<file path="config.mk">
export PLATFORM = sky130hd
export DESIGN_NAME = acq_sync_latch
export DESIGN_NICKNAME = d
export VERILOG_FILES = /design/src/rtl/acq_pkg.sv /design/src/rtl/acq_strobe_gen.sv /design/src/rtl/acq_fill_tracker.sv /design/src/rtl/acq_record_packer.sv /design/src/rtl/acq_sync_latch.sv
export SDC_FILE = /design/constraint.sdc
export NUM_CORES = 1
export LEC_CHECK = 0
export ABC_AREA = 0
export BUFFER_PORTS_ARGS = -buffer_cell sky130_fd_sc_hd__buf_2
export CAP_MARGIN = 20
export CORE_ASPECT_RATIO = 0.6
export CORE_MARGIN = 5
export CORE_UTILIZATION = 35
export DETAILED_ROUTE_END_ITERATION = 10
export GPL_TIMING_DRIVEN = 0
export SLEW_MARGIN = 25
export SYNTH_ARGS = -nofsm -noshare
export SYNTH_HDL_FRONTEND = slang
export SYNTH_SLANG_ARGS = --single-unit
</file>
<file path="constraint.sdc">
create_clock -name clk -period 7 [get_ports clk]
set_clock_uncertainty 0.1 [all_clocks]
set_input_delay 0 -clock clk [delete_from_list [all_inputs] [get_ports clk]]
set_output_delay 0 -clock clk [all_outputs]
set_load 0.01 [all_outputs]
</file>
<file path="src/rtl/acq_pkg.sv">
package acq_pkg;
  localparam int BYTE_W = 8;
  localparam int WORD_W = BYTE_W + 1;

  typedef logic [WORD_W-1:0] fifo_word_t;

  function automatic int bytes_of(input int bits);
    return (bits + BYTE_W - 1) / BYTE_W;
  endfunction
endpackage

</file>
<file path="src/rtl/acq_strobe_gen.sv">
module acq_strobe_gen #(
  parameter int CNT_W = 20
) (
  input  logic             clk,
  input  logic             rst,
  input  logic             enable,
  input  logic [CNT_W-1:0] reload,
  output logic             strobe
);
  logic [CNT_W-1:0] cnt;

  always_ff @(posedge clk) begin
    if (rst || !enable) begin
      cnt    <= '0;
      strobe <= 1'b0;
    end else if (cnt >= reload) begin
      cnt    <= '0;
      strobe <= 1'b1;
    end else begin
      cnt    <= cnt + CNT_W'(1);
      strobe <= 1'b0;
    end
  end

  p_idle_quiet_r11: assert property (@(posedge clk) disable iff (rst)
    !enable |=> !strobe);

  p_gap_after_pulse_r1: assert property (@(posedge clk) disable iff (rst)
    (strobe && enable && reload != '0) |=> !strobe);
endmodule

</file>
<file path="src/rtl/acq_fill_tracker.sv">
module acq_fill_tracker #(
  parameter int DEPTH  = 65536,
  parameter int FILL_W = 17
) (
  input  logic              clk,
  input  logic              rst,
  input  logic              wr,
  input  logic              rd,
  input  logic [FILL_W-1:0] threshold,
  output logic [FILL_W-1:0] level,
  output logic              irq
);
  localparam logic [FILL_W-1:0] LVL_MAX = FILL_W'(DEPTH);

  logic inc, dec;
  assign inc = wr && (level != LVL_MAX);
  assign dec = rd && (level != '0);

  always_ff @(posedge clk) begin
    if (rst) begin
      level <= '0;
      irq   <= 1'b0;
    end else begin
      case ({inc, dec})
        2'b10:   level <= level + FILL_W'(1);
        2'b01:   level <= level - FILL_W'(1);
        default: level <= level;
      endcase
      irq <= (level >= threshold);
    end
  end

  p_level_step_r7: assert property (@(posedge clk) disable iff (rst)
    (wr && !rd && level < LVL_MAX) |=> level == $past(level) + FILL_W'(1));

  p_empty_read_r8: assert property (@(posedge clk) disable iff (rst)
    (rd && !wr && level == '0) |=> level == '0);

  p_level_bound_r7: assert property (@(posedge clk) disable iff (rst)
    level <= LVL_MAX);
endmodule

</file>
<file path="src/rtl/acq_record_packer.sv">
module acq_record_packer
  import acq_pkg::*;
#(
  parameter int ADC_CH    = 3,
  parameter int ADC_W     = 16,
  parameter int POS_CH    = 4,
  parameter int POS_W     = 32,
  parameter int DEPTH     = 65536,
  parameter int FILL_W    = 17,
  parameter int CNT_OUT_W = 16
) (
  input  logic                     clk,
  input  logic                     rst,
  input  logic                     strobe,
  input  logic [ADC_CH*ADC_W-1:0]  adc_flat,
  input  logic [POS_CH*POS_W-1:0]  pos_flat,
  input  logic                     fifo_full,
  input  logic [FILL_W-1:0]        level,
  output logic                     fifo_wr,
  output fifo_word_t               fifo_din,
  output logic [CNT_OUT_W-1:0]     drop_count,
  output logic [CNT_OUT_W-1:0]     overrun_count
);
  localparam int ADC_BITS  = ADC_CH * ADC_W;
  localparam int REC_BITS  = ADC_BITS + POS_CH * POS_W;
  localparam int REC_WORDS = bytes_of(REC_BITS);
  localparam int IDX_W     = $clog2(REC_WORDS);
  localparam logic [IDX_W-1:0]     LAST_IDX = IDX_W'(REC_WORDS - 1);
  localparam logic [FILL_W:0]      ROOM_MAX = (FILL_W+1)'(DEPTH - REC_WORDS);
  localparam logic [CNT_OUT_W-1:0] CMAX     = '1;

  logic [REC_BITS-1:0] rec_bits;

  for (genvar k = 0; k < ADC_CH; k++) begin : g_adc_slot
    assign rec_bits[REC_BITS-1-k*ADC_W -: ADC_W] = adc_flat[k*ADC_W +: ADC_W];
  end
  for (genvar k = 0; k < POS_CH; k++) begin : g_pos_slot
    assign rec_bits[REC_BITS-1-ADC_BITS-k*POS_W -: POS_W] = pos_flat[k*POS_W +: POS_W];
  end

  logic [BYTE_W-1:0] rec_q [REC_WORDS];
  logic              busy;
  logic [IDX_W-1:0]  idx;
  logic [FILL_W:0]   occupied;
  logic              no_room, accept;

  assign occupied = {1'b0, level} + (FILL_W+1)'(fifo_wr);
  assign no_room  = fifo_full || (occupied > ROOM_MAX);
  assign accept   = strobe && !busy && !no_room;

  always_ff @(posedge clk) begin
    if (accept) begin
      for (int b = 0; b < REC_WORDS; b++) begin
        rec_q[b] <= rec_bits[REC_BITS-1-BYTE_W*b -: BYTE_W];
      end
    end
  end

  always_ff @(posedge clk) begin
    if (rst) begin
      busy          <= 1'b0;
      idx           <= '0;
      fifo_wr       <= 1'b0;
      fifo_din      <= '0;
      drop_count    <= '0;
      overrun_count <= '0;
    end else begin
      if (busy) begin
        fifo_wr  <= 1'b1;
        fifo_din <= {(idx == '0), rec_q[idx]};
        if (idx == LAST_IDX) begin
          busy <= 1'b0;
          idx  <= '0;
        end else begin
          idx <= idx + IDX_W'(1);
        end
      end else begin
        fifo_wr <= 1'b0;
      end

      if (strobe) begin
        if (busy) begin
          if (overrun_count != CMAX) overrun_count <= overrun_count + CNT_OUT_W'(1);
        end else if (no_room) begin
          if (drop_count != CMAX) drop_count <= drop_count + CNT_OUT_W'(1);
        end else begin
          busy <= 1'b1;
          idx  <= '0;
        end
      end
    end
  end

  p_start_mark_r3: assert property (@(posedge clk) disable iff (rst)
    (fifo_wr && !$past(fifo_wr)) |-> fifo_din[BYTE_W]);

  p_overrun_count_r4: assert property (@(posedge clk) disable iff (rst)
    (strobe && busy && overrun_count != CMAX)
      |=> overrun_count == $past(overrun_count) + CNT_OUT_W'(1));

  p_full_refused_r5: assert property (@(posedge clk) disable iff (rst)
    (strobe && !busy && fifo_full) |=> !busy);

  p_count_hold_r10: assert property (@(posedge clk) disable iff (rst)
    (drop_count == CMAX) |=> drop_count == CMAX);
endmodule

</file>
<file path="src/rtl/acq_sync_latch.sv">
module acq_sync_latch
  import acq_pkg::*;
#(
  parameter int ADC_CH    = 3,
  parameter int ADC_W     = 16,
  parameter int POS_CH    = 4,
  parameter int POS_W     = 32,
  parameter int CNT_W     = 20,
  parameter int DEPTH     = 65536,
  parameter int CNT_OUT_W = 16,
  localparam int FILL_W   = $clog2(DEPTH + 1)
) (
  input  logic                    clk,
  input  logic                    rst,
  input  logic                    enable,
  input  logic [CNT_W-1:0]        reload,
  input  logic [FILL_W-1:0]       threshold,
  input  logic [ADC_CH*ADC_W-1:0] adc_flat,
  input  logic [POS_CH*POS_W-1:0] pos_flat,
  input  logic                    fifo_full,
  input  logic                    fifo_rd,
  output logic                    sample_strobe,
  output logic                    fifo_wr,
  output logic [8:0]              fifo_din,
  output logic [FILL_W-1:0]       fill_level,
  output logic                    irq,
  output logic [CNT_OUT_W-1:0]    drop_count,
  output logic [CNT_OUT_W-1:0]    overrun_count
);
  fifo_word_t din_w;
  assign fifo_din = din_w;

  acq_strobe_gen #(.CNT_W(CNT_W)) u_strobe (
    .clk    (clk),
    .rst    (rst),
    .enable (enable),
    .reload (reload),
    .strobe (sample_strobe)
  );

  acq_record_packer #(
    .ADC_CH(ADC_CH), .ADC_W(ADC_W), .POS_CH(POS_CH), .POS_W(POS_W),
    .DEPTH(DEPTH), .FILL_W(FILL_W), .CNT_OUT_W(CNT_OUT_W)
  ) u_packer (
    .clk           (clk),
    .rst           (rst),
    .strobe        (sample_strobe),
    .adc_flat      (adc_flat),
    .pos_flat      (pos_flat),
    .fifo_full     (fifo_full),
    .level         (fill_level),
    .fifo_wr       (fifo_wr),
    .fifo_din      (din_w),
    .drop_count    (drop_count),
    .overrun_count (overrun_count)
  );

  acq_fill_tracker #(.DEPTH(DEPTH), .FILL_W(FILL_W)) u_fill (
    .clk       (clk),
    .rst       (rst),
    .wr        (fifo_wr),
    .rd        (fifo_rd),
    .threshold (threshold),
    .level     (fill_level),
    .irq       (irq)
  );
endmodule

</file>
==> key figures <==
Critical path
  – CP required: 7.31 ns
  – Crit. End Element: flip-flop
  – R2R Setup Slk: 2.70 ns
  – R2r endpoint: u_fill.level[16]
  – Worst r2r src: u_fill.level[1]
  – R2R depth: 12
  – Arr. time, crit path: between 4 and 5 ns
  – Startpoint Class: flip-flop
  – CP Class: reg2reg
  – Largest fanout on the critical path: 20

Finish
  – # fillers: just under 3k
  – Area growth from synthesis to layout: 39.0%
  – Nets: 1695
  – Flip-flop and latch area: 0.00703 mm²
  – Layout cell share with drive strength beyond 1: 0.269
  – Area taken by multi-input logic gates: 0.00473 mm²
  – Final Core Density: 0.497

Yosys
  – Sequential share of the synthesized area: 0.580
  – Syn Area/Cell: about 13 µm²
  – Mapped Nets: approximately 1.2k
  – Mapped Cells: 926
  – Post-synth top area cell: edfxtp_1
  – Asr flop ratio synth: 0
  – Ys Warns: 0
  – EDFF count, synth: 176
  – FF+latch count, synth: ~260
  – Top-area cell type share of the netlist area: 0.436
  – Synth Cell Area: 0.0121 mm²
  – Main flop type after synthesis: edfxtp_1
  – Unique masters post-synth: 65
  – Synth top area cells: edfxtp_1, dfxtp_1, mux4_2

Global route
  – Antenna violations before repair: 2
  – First-pass GRT wire length: approximately 56000 µm
  – Number of global-route vias before repair: 9715
  – Largest net degree at the start of global routing: 93
  – Tot GR Track Use: 0.183
  – Global route overflow: 0

Power and ir drop
  – Leakage: 6.77 nW
  – Max VDD drop: 0.000201 V
  – PwrDens: 252 mW/mm²

Timing
  – Final period util: 0.614
  – Clock period minus final worst setup slack: 4.30 ns
  – Slew headroom: 0.427
  – Worst Hold Margin: about 0.025 ns
  – Slew Viols, Final: 0
  – RSZ-0062 raised after global routing: false
  – Final hold violations: 0
  – Final setup vio count: 0
  – Max Freq: ~230 MHz
  – Slew @ Worst Pin: roughly 0.86 ns

Hold path
  – Hold path depth: 3
  – Worst hold start: rst
  – HP Class: in2reg
  – WHS Endpoint: u_packer.drop_count[12]

Clock tree
  – Max H-tree Level: 1
  – Clock latency on the worst-skew pair: between 0.5 and 0.6 ns
  – CTS tree: yes
  – Root Buffer: clkbuf_16
  – TritonCTS Buffers: 27
  – Reg clk slew, reported paths: around 0.070 ns
  – CTS max path bufs: 3
  – Clock sinks: 263
  – Buffers inserted by post-CTS timing repair: 0

Floorplanning
  – Die area: between 0.03 and 0.04 mm²
  – Core box area: between 0.03 and 0.04 mm²
  – IO Count: 279
  – Initial core utilization: 0.357
  – Row count: 52
  – Die Width: 250 µm
  – Die Y-Extent: 154 µm

Detailed routing
  – WL/cell: 18.9 µm
  – First-pass DRT Iterations: 5
  – DRT iter0 DRCs: 597
  – Final wirelength: 35900 µm
  – DR vias: 9281
  – Routed Antenna Nets: 0
  – Drt via density: between 4 and 5
  – DRC: 0

Placement
  – Port Buf Inserts: 277
  – Hpwl dp: 25200 µm
  – RePlAce Congestion: roughly 0.84

Status
  – Status: completed

Job
  – # Max-Cap Violations: 0
==> stage by stage <==
stage | cells | setup slack, ns | total power [mW] | cell area (µm²) | setup TNS (ns)
global route | 1894 | 2.34 | 4.47 | 16800 | 0
finish | 1894 | 2.70 | 4.24 | 16800 | 0
detailed placement | 1663 | 2.87 | 2.65 | 14100 | 0
CTS | 1892 | 2.85 | 4.26 | 16800 | 0
global placement | 1662 | -0.973 | 2.63 | 14100 | -169.54
floorplan | 926 | 0.750 | 2.38 | 12100 | 0
==> cell type report <==
class / instances / area share
diodes: 2 / 0.000297
repair buffers: 460 / 0.192
inverters: 54 / 0.0125
clock inverters: 16 / 0.0127
plain buffers: 33 / 0.00899
multi-input cells: 576 / 0.281
flip-flops and latches: 263 / 0.417
clock buffers: 31 / 0.0410
well taps: 459 / 0.0341
==> registers in the layout, summed over array words and instances, names as in the netlist <==
signal	cells
u_packer.rec_q	176
u_strobe.cnt	20
u_fill.level	17
u_packer.drop_count	16
u_packer.overrun_count	16
u_packer.fifo_din	9
u_packer.idx	5
u_fill.irq	1
u_packer.busy	1
u_packer.fifo_wr	1
u_strobe.strobe	1
==> repair_timing <==
| item | 4_1_cts | 5_1_grt |
|---|---|---|
| endpoints found under the hold margin | 179 | 0 |
| resized for setup | 0 | 0 |
| hold buffers | 182 | 0 |
==> synth_stat cells, types with 6 or more instances <==
master    number
a21o_1        18
ha_1          61
nand4_1       14
clkbuf_1      21
nand3_1       26
nor3_1         7
mux2i_1       22
o21ai_0       24
nor4_1         9
buf_2          6
edfxtp_1     176
a21oi_1       48
xor2_1        34
and4_1         7
nor2b_1       10
and3_1        10
dfxtp_1       87
or3_1         11
nor2_1        93
nand2_1       39
o211ai_1       6
xnor2_1       16
a211oi_1      12
inv_1         54
mux4_2        48
==> worst max path at each step <==
stage                         start                     to  depth (start not counted)  slack [ns]
floorplan           u_fill.level[0]   u_packer.rec_q[0][0]                          8        0.75
global placement    u_fill.level[0]  u_packer.rec_q[19][4]                          8       -0.97
detailed placement  u_fill.level[1]       u_fill.level[16]                         12        2.87
CTS                 u_fill.level[1]       u_fill.level[16]                         12        2.85
global route        u_fill.level[1]       u_fill.level[15]                         12        2.34
finish              u_fill.level[1]       u_fill.level[16]                         12        2.70
==> critical path, stage by stage (launching register included) <==
cell      delay (ns)
dfxtp_1         0.43
nor4_1          0.47
nand4_1         0.17
o21ai_0         0.19
ha_1            0.73
ha_1            0.40
o21ai_0         0.52
o211ai_1        0.19
nand3_1         0.16
a21oi_1         0.17
and4_1          0.26
nor4_1          0.29
nor3_1          0.08
==> layout by cell type, fill, tap and decap left out, drive strengths merged, types with 3 or more instances in the layout <==
master / n
o21bai: 4
xor2: 34
a21oi: 48
mux2i: 22
nand2b: 5
ha: 61
clkbuf: 54
and4: 7
nand3: 26
buf: 288
or3: 12
and3: 11
clkinv: 7
nand2: 39
nor4: 9
nand4: 15
dfxtp: 87
bufinv: 5
a21o: 19
nor2b: 10
mux2: 3
mux4: 48
o21ai: 25
nor3: 7
clkinvlp: 3
nor2: 93
o31ai: 5
dlygate4sd3: 182
xnor2: 16
o22ai: 3
a211oi: 12
o211ai: 6
edfxtp: 176
a221oi: 3
inv: 55
==> per-layer routing <==
metal | routed length, µm | vias to the layer above | share of wire | GRT usage
met2 | 16300 | 265 | 0.45 | 0.289
met1 | 16600 | 4485 | 0.46 | 0.260
met4 | 793 | 0 | 0.022 | 0.0377
met5 | 0 | - | 0 | 0
li1 | - | 4482 | - | -
met3 | 2240 | 49 | 0.062 | 0.0429
==> logic make-up (layout without fill, tap and decap cells) <==
group | after synthesis | in the layout | synth area share
flip-flops | 263 | 263 | 0.580
AND/OR/NAND/NOR | 246 | 246 | 0.0999
AO/OA/AOI/OAI | 145 | 145 | 0.0795
buffers and inverters | 87 | 594 | 0.0292
multiplexers | 73 | 73 | 0.110
adder cells (fa/ha/maj) | 62 | 62 | 0.0647
XOR/XNOR | 50 | 50 | 0.0362
other | 0 | 2 | 0
==> report_power, final <==
part	total, mW	switching, mW	internal, mW	leakage (nW)
Sequential	1.82	0.119	1.71	2.29
Clock	1.51	0.618	0.890	0.434
Combinational	0.903	0.466	0.438	4.05
No activity file was read; power rests on OpenSTA's default activity.
